File: config.mk
export PLATFORM = sky130hd
export DESIGN_NAME = eep_target_engine
export DESIGN_NICKNAME = d
export VERILOG_FILES = /design/src/rtl/eep_pkg.sv /design/src/rtl/eep_shift.sv /design/src/rtl/eep_addr_ctr.sv /design/src/rtl/eep_dev_match.sv /design/src/rtl/eep_target_engine.sv
export SDC_FILE = /design/constraint.sdc
export NUM_CORES = 1
export LEC_CHECK = 0
export ABC_AREA = 1
export BUFFER_PORTS_ARGS = -buffer_cell sky130_fd_sc_hd__buf_2
export CAP_MARGIN = 20
export CORE_UTILIZATION = 51
export DETAILED_ROUTE_END_ITERATION = 7
export GPL_TIMING_DRIVEN = 0
export PLACE_DENSITY_LB_ADDON = 0.12
export SLEW_MARGIN = 20
export SYNTH_ARGS = -nofsm -noshare
export SYNTH_HDL_FRONTEND = slang
export SYNTH_SLANG_ARGS = --single-unit
File: constraint.sdc
create_clock -name clk_i -period 5.4 [get_ports clk_i]
set_clock_uncertainty 0.2 [all_clocks]
set_input_delay 0.54 -clock clk_i [delete_from_list [all_inputs] [get_ports clk_i]]
set_output_delay 0.54 -clock clk_i [all_outputs]
set_load 0.02 [all_outputs]
File: src/rtl/eep_pkg.sv
package eep_pkg;
  typedef enum logic [2:0] {
    ST_IDLE,
    ST_RX,
    ST_ACK,
    ST_TX,
    ST_MACK,
    ST_WAIT
  } state_e;

  typedef enum logic [1:0] {
    RX_DEV,
    RX_AHI,
    RX_ALO,
    RX_DATA
  } rx_kind_e;
endpackage

File: src/rtl/eep_shift.sv
module eep_shift #(
  parameter int W = 8
) (
  input  logic                         clk_i,
  input  logic                         rst_ni,
  input  logic                         clear_i,
  input  logic                         load_i,
  input  logic [W-1:0]                 load_data_i,
  input  logic                         rx_en_i,
  input  logic                         tx_en_i,
  input  logic                         sda_i,
  input  logic                         scl_rise_i,
  input  logic                         scl_fall_i,
  output logic [W-1:0]                 data_o,
  output logic [$clog2(W+1)-1:0]       cnt_o,
  output logic                         fall_seen_o
);
  localparam int CW = $clog2(W + 1);

  logic [W-1:0]  sreg_q;
  logic [CW-1:0] cnt_q;
  logic          fall_q;

  always_ff @(posedge clk_i or negedge rst_ni) begin
    if (!rst_ni) begin
      sreg_q <= '0;
      cnt_q  <= '0;
    end else if (clear_i) begin
      cnt_q <= '0;
    end else if (load_i) begin
      sreg_q <= load_data_i;
      cnt_q  <= '0;
    end else if (rx_en_i && scl_rise_i && (cnt_q < CW'(W))) begin
      sreg_q <= {sreg_q[W-2:0], sda_i};
      cnt_q  <= cnt_q + 1'b1;
    end else if (tx_en_i && scl_fall_i) begin
      sreg_q <= {sreg_q[W-2:0], 1'b0};
      cnt_q  <= cnt_q + 1'b1;
    end
  end

  // tracks whether SCL has fallen since the last rising edge
  always_ff @(posedge clk_i or negedge rst_ni) begin
    if (!rst_ni)          fall_q <= 1'b0;
    else if (clear_i)     fall_q <= 1'b0;
    else if (scl_rise_i)  fall_q <= 1'b0;
    else if (scl_fall_i)  fall_q <= 1'b1;
  end

  assign data_o      = sreg_q;
  assign cnt_o       = cnt_q;
  assign fall_seen_o = fall_q;
endmodule

File: src/rtl/eep_addr_ctr.sv
module eep_addr_ctr #(
  parameter int AW = 15,
  parameter int PW = 6
) (
  input  logic          clk_i,
  input  logic          rst_ni,
  input  logic          load_i,
  input  logic [AW-1:0] load_val_i,
  input  logic          inc_page_i,
  input  logic          inc_full_i,
  output logic [AW-1:0] ctr_o,
  output logic [AW-1:0] ctr_inc_o
);
  logic [AW-1:0] ctr_q;
  logic [AW-1:0] page_next;

  assign ctr_inc_o = ctr_q + 1'b1;

  generate
    if (PW < AW) begin : g_paged
      assign page_next = {ctr_q[AW-1:PW], ctr_q[PW-1:0] + 1'b1};

      AST_PAGE_HELD: assert property (@(posedge clk_i) disable iff (!rst_ni)
        (inc_page_i && !load_i) |=> (ctr_q[AW-1:PW] == $past(ctr_q[AW-1:PW])));
    end else begin : g_flat
      assign page_next = ctr_q + 1'b1;
    end
  endgenerate

  always_ff @(posedge clk_i or negedge rst_ni) begin
    if (!rst_ni)         ctr_q <= '0;
    else if (load_i)     ctr_q <= load_val_i;
    else if (inc_page_i) ctr_q <= page_next;
    else if (inc_full_i) ctr_q <= ctr_inc_o;
  end

  assign ctr_o = ctr_q;
endmodule

File: src/rtl/eep_dev_match.sv
module eep_dev_match #(
  parameter logic [3:0] CODE = 4'b1010
) (
  input  logic [7:0] byte_i,
  input  logic [2:0] sel_i,
  input  logic       busy_i,
  output logic       hit_o,
  output logic       rd_o
);
  assign hit_o = (byte_i[7:4] == CODE) && (byte_i[3:1] == sel_i) && !busy_i;
  assign rd_o  = byte_i[0];
endmodule

File: src/rtl/eep_target_engine.sv
module eep_target_engine
  import eep_pkg::*;
#(
  parameter int         ADDR_W   = 15,
  parameter int         PAGE_W   = 6,
  parameter logic [3:0] DEV_CODE = 4'b1010
) (
  input  logic              clk_i,
  input  logic              rst_ni,
  input  logic              start_i,
  input  logic              stop_i,
  input  logic              scl_rise_i,
  input  logic              scl_fall_i,
  input  logic              sda_i,
  input  logic [2:0]        dev_sel_i,
  input  logic              wr_busy_i,
  input  logic [7:0]        mem_rdata_i,
  output logic              sda_oe_o,
  output logic              mem_rd_o,
  output logic              mem_wr_o,
  output logic [ADDR_W-1:0] mem_addr_o,
  output logic [7:0]        mem_wdata_o,
  output logic              commit_o
);
  localparam int BYTE_W = 8;
  localparam int CNT_W  = $clog2(BYTE_W + 1);
  localparam int AHI_W  = ADDR_W - BYTE_W;

  state_e              state_q;
  rx_kind_e            kind_q;
  logic                read_q;
  logic                wrote_q;
  logic                mack_q;
  logic                rd_pend_q;
  logic [BYTE_W-1:0]   hold_q;
  logic [AHI_W-1:0]    ahi_q;

  logic [BYTE_W-1:0]   sh_byte;
  logic [CNT_W-1:0]    sh_cnt;
  logic                sh_fall_seen;
  logic                sh_clear, sh_load;
  logic                ev_ok, rx_done, tx_end, at_boundary;
  logic                dev_hit, dev_rd;
  logic [ADDR_W-1:0]   ctr, ctr_inc;

  assign ev_ok       = !start_i && !stop_i;
  assign rx_done     = ev_ok && (state_q == ST_RX) && scl_fall_i && (sh_cnt == CNT_W'(BYTE_W));
  assign tx_end      = ev_ok && (state_q == ST_TX) && scl_fall_i && (sh_cnt == CNT_W'(BYTE_W - 1));
  // a stop right after the first SCL rise of a byte is still on the boundary
  assign at_boundary = (sh_cnt == '0) || ((sh_cnt == CNT_W'(1)) && !sh_fall_seen);

  assign sh_clear = start_i || stop_i ||
                    ((state_q == ST_ACK) && scl_fall_i && !read_q);
  assign sh_load  = ev_ok && scl_fall_i &&
                    (((state_q == ST_ACK) && read_q) || ((state_q == ST_MACK) && mack_q));

  eep_shift #(.W(BYTE_W)) u_shift (
    .clk_i       (clk_i),
    .rst_ni      (rst_ni),
    .clear_i     (sh_clear),
    .load_i      (sh_load),
    .load_data_i (hold_q),
    .rx_en_i     (state_q == ST_RX),
    .tx_en_i     (state_q == ST_TX),
    .sda_i       (sda_i),
    .scl_rise_i  (scl_rise_i),
    .scl_fall_i  (scl_fall_i),
    .data_o      (sh_byte),
    .cnt_o       (sh_cnt),
    .fall_seen_o (sh_fall_seen)
  );

  eep_addr_ctr #(.AW(ADDR_W), .PW(PAGE_W)) u_ctr (
    .clk_i      (clk_i),
    .rst_ni     (rst_ni),
    .load_i     (rx_done && (kind_q == RX_ALO)),
    .load_val_i ({ahi_q, sh_byte}),
    .inc_page_i (rx_done && (kind_q == RX_DATA)),
    .inc_full_i (tx_end),
    .ctr_o      (ctr),
    .ctr_inc_o  (ctr_inc)
  );

  eep_dev_match #(.CODE(DEV_CODE)) u_match (
    .byte_i (sh_byte),
    .sel_i  (dev_sel_i),
    .busy_i (wr_busy_i),
    .hit_o  (dev_hit),
    .rd_o   (dev_rd)
  );

  always_ff @(posedge clk_i or negedge rst_ni) begin
    if (!rst_ni) begin
      state_q     <= ST_IDLE;
      kind_q      <= RX_DEV;
      read_q      <= 1'b0;
      wrote_q     <= 1'b0;
      mack_q      <= 1'b0;
      rd_pend_q   <= 1'b0;
      hold_q      <= '0;
      ahi_q       <= '0;
      mem_rd_o    <= 1'b0;
      mem_wr_o    <= 1'b0;
      mem_addr_o  <= '0;
      mem_wdata_o <= '0;
      commit_o    <= 1'b0;
    end else begin
      mem_rd_o  <= 1'b0;
      mem_wr_o  <= 1'b0;
      commit_o  <= 1'b0;
      rd_pend_q <= mem_rd_o;
      if (rd_pend_q) hold_q <= mem_rdata_i;

      if (start_i) begin
        state_q <= ST_RX;
        kind_q  <= RX_DEV;
        read_q  <= 1'b0;
        wrote_q <= 1'b0;
      end else if (stop_i) begin
        if ((state_q == ST_RX) && (kind_q == RX_DATA) && wrote_q && at_boundary)
          commit_o <= 1'b1;
        state_q <= ST_IDLE;
        wrote_q <= 1'b0;
      end else begin
        unique case (state_q)
          ST_RX: begin
            if (rx_done) begin
              unique case (kind_q)
                RX_DEV: begin
                  if (dev_hit) begin
                    state_q <= ST_ACK;
                    read_q  <= dev_rd;
                    kind_q  <= RX_AHI;
                    if (dev_rd) begin
                      mem_rd_o   <= 1'b1;
                      mem_addr_o <= ctr;
                    end
                  end else begin
                    state_q <= ST_IDLE;
                  end
                end
                RX_AHI: begin
                  ahi_q   <= sh_byte[AHI_W-1:0];
                  kind_q  <= RX_ALO;
                  state_q <= ST_ACK;
                end
                RX_ALO: begin
                  kind_q  <= RX_DATA;
                  state_q <= ST_ACK;
                end
                RX_DATA: begin
                  mem_wr_o    <= 1'b1;
                  mem_addr_o  <= ctr;
                  mem_wdata_o <= sh_byte;
                  wrote_q     <= 1'b1;
                  state_q     <= ST_ACK;
                end
                default: state_q <= ST_IDLE;
              endcase
            end
          end
          ST_ACK: begin
            if (scl_fall_i) state_q <= read_q ? ST_TX : ST_RX;
          end
          ST_TX: begin
            if (tx_end) begin
              state_q    <= ST_MACK;
              mem_rd_o   <= 1'b1;
              mem_addr_o <= ctr_inc;
            end
          end
          ST_MACK: begin
            if (scl_rise_i) mack_q <= !sda_i;
            if (scl_fall_i) state_q <= mack_q ? ST_TX : ST_WAIT;
          end
          default: ;
        endcase
      end
    end
  end

  assign sda_oe_o = (state_q == ST_ACK) || ((state_q == ST_TX) && !sh_byte[BYTE_W-1]);

  AST_BUSY_NACK: assert property (@(posedge clk_i) disable iff (!rst_ni)
    (rx_done && (kind_q == RX_DEV) && wr_busy_i) |=> !sda_oe_o);

  AST_MISMATCH_IDLE: assert property (@(posedge clk_i) disable iff (!rst_ni)
    (rx_done && (kind_q == RX_DEV) && (sh_byte[3:1] != dev_sel_i)) |=>
      ((state_q == ST_IDLE) && !sda_oe_o));

  AST_RD_WR_EXCL: assert property (@(posedge clk_i) disable iff (!rst_ni)
    !(mem_rd_o && mem_wr_o));

  AST_COMMIT_ON_STOP: assert property (@(posedge clk_i) disable iff (!rst_ni)
    commit_o |-> $past(stop_i));

  AST_STOP_RELEASE: assert property (@(posedge clk_i) disable iff (!rst_ni)
    stop_i |=> !sda_oe_o);

  AST_NACK_RELEASE: assert property (@(posedge clk_i) disable iff (!rst_ni)
    ((state_q == ST_MACK) && scl_fall_i && !mack_q && ev_ok) |=> !sda_oe_o);
endmodule

==> impl_metrics.tcl, run 1 <==
set metrics [dict create \
    status "completed" \
    min-delay-start "scl_rise_i" \
    crit_type "reg2out" \
    clockRootBuffer "clkbuf_8" \
    max_slew.worst_pin.slew_ns 0.534 \
    whs_endpoint "u_shift.fall_seen_o" \
    path_max_fanout 10 \
    synth_xor_area_share_pct 1.21 \
    via_per_inst 5.20 \
    grt_antenna_before_repair 0 \
    r2r-start "u_shift.cnt_o[0]" \
    io_buffers 45 \
    regArea_mm2 0.00195 \
    syn_to_final_growth_pct 14.7 \
    syn_area_per_cell_um2 7.70 \
    synth-compound-area-share_pct 9.42 \
    setup_viol 0 \
    holdPathStages 2 \
    fillers 794 \
    finalCriticalPeriod_ns 2.64 \
    layout_commonest_cell "nand2_1" \
    clk_pin_slew_ns 0.08 \
    synth_top_area_share_pct 44.8 \
    synth_area_leaders "dfrtp_1, nand2_1, nand3_1" \
    grt_max_degree 57 \
    final_layout_size_suffix_gt1_share_pct 18.8 \
    syn_nets 594 \
    hold_viol 0 \
    htreeDepth 3 \
    critPathSlowestCell "dfrtp_1" \
    ios 46 \
    final_cell_mix "nand2_1, dfrtp_1, nand3_1" \
    firstDrtPassIters 5 \
    synth_top_family_by_area "simple AND/OR/NAND/NOR gates" \
    die_area_mm2 0.00892 \
    coreArea_mm2 0.00826 \
    max_stage_delay_ns 0.45 \
    vias 3820 \
    ir_drop_v 0.000178 \
    first_global_vias 3587 \
    cts_buffers 9 \
    drt-total-wl_mm 9.98 \
    hp-class "in2reg" \
    nets 652 \
    die_w_um 94.4 \
    synthCells 566 \
    setup-tns-final_ns 0 \
    cts_buffer_depth 2 \
    critPathRequiredTime_ns 4.66 \
    path_buf_inv 2 \
    power_density_mw_per_mm2 287 \
    synthesis.area_mm2 0.00436 \
    start_util_pct 52.8 \
    rows 33 \
    critPathArrivalTime_ns 1.90 \
    die_h_um 94.4 \
    multi_input_area_mm2 0.00211 \
    rsz0062_at_grt "false" \
    power_leakage_nw 2.67 \
    final_max_slew_viol_count 0 \
    relSlewSlack_pct 64.4 \
    utilization_pct 60.5 \
    post-dp-hpwl_mm 7.54 \
    gp_congestion 0.884 \
    synthSimpleGateAreaFrac_pct 35.1 \
    max-cap-violations 0 \
    insertion_delay_ns 0.35 \
    hold_buffers 1 \
    wl_per_cell_um 13.6 \
    fin_area_mm2 0.00500 \
    tritoncts "done" \
    worstSetupEndpointType "output pin" \
    critPathLaunchType "register" \
    rr_worst_depth 10 \
    post_cts_buffers 0 \
    grt_first_pass_wirelength_mm 17.1 \
    rrSetupSlack_ns 3.32 \
    drtAntennaViolNets 0 \
    min_period_over_period_pct 48.8 \
    overflow 0 \
    fmax_mhz 379 \
    synth_top_area_cell "dfrtp_1" \
    cts_resized 0 \
    crit_family "buffers and inverters" \
    antennaDiodeCount 0 \
    synthMuxAreaShare_pct 0.258 \
    r2r-end "mem_wdata_o[6]" \
    ys_seq_area_share_pct 44.8 \
    place_area_mm2 0.00474 \
    yosysWarnings 0 \
    drc_errors 0 \
    cp_cell_sequence "nor2_4 > nand2_2 > clkbuf_1 > o21ai_0 > buf_2" \
    ys_types 36 \
    grt_usage_pct 24.8 \
    drtIter0Drc 242 \
    synthAdderAreaFrac_pct 2.58 \
    ys_ff_latch 78 \
    cts_sinks 78 \
]
-- synth_stat cells, drive strengths merged --
master  count
buf         7
a211oi      1
a21oi      11
nand4      10
nor4        2
o211ai      6
o22ai       1
dfrtp      78
nor3        2
ha          9
o21ai      48
o21bai      1
nand2     238
mux2        1
nand3b      2
o21a        1
inv        60
nand3      54
clkbuf      2
nor2       26
xor2        6
-- worst reg2reg max path, stage by stage (launching register included) --
cell and delay, ns:
dfrtp_1 0.43, inv_1 0.10, ha_1 0.17, nand3_1 0.19, nor2_4 0.22, nand2_4 0.10
nor2_8 0.17, inv_2 0.10, buf_6 0.16, nand2_1 0.08, o21ai_2 0.06
-- state kept, by name (all words and copies together) (netlist names) --
signal	flops
mem_wdata_o	8
mem_addr_o	15
mack_q	1
rd_pend_q	1
wrote_q	1
state_q	3
mem_rd_o	1
kind_q	2
u_shift.fall_seen_o	1
read_q	1
mem_wr_o	1
u_ctr.ctr_o	15
hold_q	8
u_shift.data_o	8
commit_o	1
ahi_q	7
u_shift.cnt_o	4
-- cell type report --
type / count / share of cell area (%)
Sequential cell: 78 / 39.0
Clock inverter: 7 / 2.43
Inverter: 60 / 4.66
Timing Repair Buffer: 47 / 5.31
Tap cell: 105 / 2.63
Multi-Input combinational cell: 419 / 42.3
Buffer: 9 / 1.15
Clock buffer: 9 / 2.48
-- metal layers --
| metal | wire length (um) | up-vias | share of wire (%) | track usage (%) |
|---|---|---|---|---|
| met4 | 192 | 0 | 1.9 | 10.0 |
| met2 | 4770 | 94 | 48 | 39.5 |
| met3 | 399 | 20 | 4.0 | 3.70 |
| met1 | 4620 | 1761 | 46 | 33.9 |
| li1 | - | 1945 | - | - |
| met5 | 0 | - | 0 | 0 |
-- how the worst max path moves through the flow --
stage | from | endpoint | slack [ns] | depth (start not counted)
6_report | state_q[2] | sda_oe_o | 2.76 | 5
5_1_grt | state_q[0] | sda_oe_o | 2.64 | 6
4_1_cts | state_q[0] | sda_oe_o | 2.70 | 6
3_5_place_dp | state_q[0] | sda_oe_o | 3.10 | 6
3_3_place_gp | rst_ni | u_shift.cnt_o[1] | 3.03 | 1
2_1_floorplan | state_q[2] | sda_oe_o | 3.28 | 4
-- cell families after synthesis --
family / Yosys count
multiplexers: 1
flip-flops: 78
AND/OR/NAND/NOR: 334
AO/OA/AOI/OAI: 69
buffers and inverters: 69
XOR/XNOR: 6
adder cells (fa/ha/maj): 9
-- through the flow --
step / std cells / power, mW / hold slack [ns] / worst slack [ns]
finish: 734 / 1.43 / 0.184 / 2.76
global route: 734 / 1.51 / 0.175 / 2.64
CTS: 734 / 1.45 / 0.167 / 2.70
detailed placement: 717 / 0.913 / 0.164 / 3.10
global placement: 716 / 0.903 / 0.164 / 3.03
floorplan: 566 / 0.826 / 0.0444 / 3.28
-- where the power goes --
part	internal, mW	switching [mW]
sequential	0.621	0.0265
combinational	0.0801	0.173
clock	0.309	0.224
total	1.01	0.424
No activity file was read; power rests on OpenSTA's default activity.
==> inputs of run 2 (changes only) <==
Clock period 5.4 ns to 2.5 ns, I/O delays scaled along.
==> impl_metrics.tcl, run 2 (synthesis gave the netlist of run 1 again) <==
set metrics [dict create \
    worstSetupEndpointType "output pin" \
    setup_viol 0 \
    fmax_mhz 425 \
    path_buf_inv 3 \
    status "completed" \
    insertion_delay_ns 0.35 \
    die_area_mm2 0.00892 \
    wl_met1_mm 4.65 \
    finalCriticalPeriod_ns 2.35 \
    syn_to_final_growth_pct 17.0 \
    final_layout_size_suffix_gt1_share_pct 18.5 \
    cts_buffer_depth 2 \
    relSlewSlack_pct 64.3 \
    final_cell_mix "nand2_1, dfrtp_1, nand3_1" \
    power_leakage_nw 2.72 \
    dr.max_layer_used "met4" \
    overflow 0 \
    setup-tns-final_ns 0 \
    max-cap-violations 0 \
    nets 662 \
    wl_met2_mm 4.90 \
    rows 33 \
    critPathRequiredTime_ns 2.05 \
    critPathArrivalTime_ns 1.90 \
    critPathSlowestCell "clkbuf_1" \
    grt_antenna_before_repair 0 \
    ir_drop_v 0.000388 \
    drc_errors 0 \
    cts_buffers 9 \
    cp.depth 6 \
    io_buffers 45 \
    hp-class "in2reg" \
    min_period_over_period_pct 94.1 \
    total_power_mw 3.12 \
    power_density_mw_per_mm2 611 \
    antennaDiodeCount 0 \
    critPathLaunchType "register" \
    grt_first_pass_wirelength_mm 17.3 \
    final_max_slew_viol_count 0 \
    cp_cell_sequence "inv_2 > nor2_4 > nand2_2 > clkbuf_1 > o21ai_0 > buf_2" \
    rsz0062_at_grt "false" \
    via_per_inst 5.20 \
    wl_met3_um 381 \
    crit_type "reg2out" \
    clockRootBuffer "clkbuf_8" \
    grt_usage_pct 25.2 \
    clk_pin_slew_ns 0.08 \
    cts_sinks 78 \
    drtAntennaViolNets 0 \
    post_cts_buffers 0 \
    max_stage_delay_ns 0.45 \
    ios 46 \
    gp_congestion 0.884 \
    hold_viol 0 \
    start_util_pct 52.8 \
    die_h_um 94.4 \
    hold_buffers 11 \
    holdPathStages 3 \
    first_global_vias 3661 \
    firstDrtPassIters 5 \
    rr_worst_depth 10 \
    path_max_fanout 10 \
    max_slew.worst_pin.slew_ns 0.535 \
    layout_commonest_cell "nand2_1" \
    vias 3872 \
    grt_max_degree 57 \
    crit_family "buffers and inverters" \
    htreeDepth 3 \
    cts_resized 0 \
    tritoncts "done" \
    post-dp-hpwl_mm 7.54 \
    coreArea_mm2 0.00826 \
    drtIter0Drc 178 \
    wl_per_cell_um 13.6 \
    drt-total-wl_mm 10.1 \
    die_w_um 94.4 \
]
run 2: changes by cell type in the layout (fill, tap and decap cells not counted), sizes merged:
cell         delta
dlygate4sd3    +10
run 2: where the power goes:
part,switching (mW),internal [mW]
clock network,0.491,0.669
logic,0.376,0.183
registers,0.0576,1.34
total,0.924,2.19
run 2: metal layers:
layer / global-route usage, % / up-vias
li1: - / 1957
met1: 34.2 / 1799
met2: 40.9 / 94
met3: 3.62 / 22
met4: 9.62 / 0
met5: 0 / -
run 2: worst paths after layout:
kind,slack [ns],from,endpoint
worst min-delay path,0.02,stop_i,wrote_q
worst max register to register,0.40,u_shift.cnt_o[0],mem_wdata_o[6]
worst min register to register,0.18,mem_rd_o,rd_pend_q
min in group asynchronous,0.13,rst_ni,u_ctr.ctr_o[13]
max in group asynchronous,1.38,rst_ni,u_shift.cnt_o[3]
worst max-delay path,0.15,state_q[0],sda_oe_o
run 2: layout make-up:
cell class              instances  area (um^2)
clock buffers                   9          124
repair buffers                 57          365
flip-flops and latches         78         1950
multi-input cells             419         2110
fillers                       780         3160
plain buffers                   9         57.6
inverters                      60          233
clock inverters                 7          121
well taps                     105          131
run 2: worst register-to-register path, stage by stage, from the launching register on:
cell and delay, ns:
dfrtp_1 0.43, inv_1 0.10, ha_1 0.17, nand3_1 0.20, nor2_4 0.22, nand2_4 0.10, nor2_8 0.17, inv_2 0.10
buf_6 0.16, nand2_1 0.09, o21ai_2 0.06
run 2: metrics by stage:
step	hold WS, ns	instances	util (%)	cell area [um^2]	setup WS, ns
after floorplan	-0.246	566	-	4360	0.667
after global placement	0.164	716	57.1	4710	0.416
after detailed placement	-0.0221	717	57.4	4740	0.429
after CTS	0.00623	744	61.7	5100	0.0945
after global routing	0.0231	744	61.7	5100	0.0258
final	0.0202	744	61.7	5100	0.147
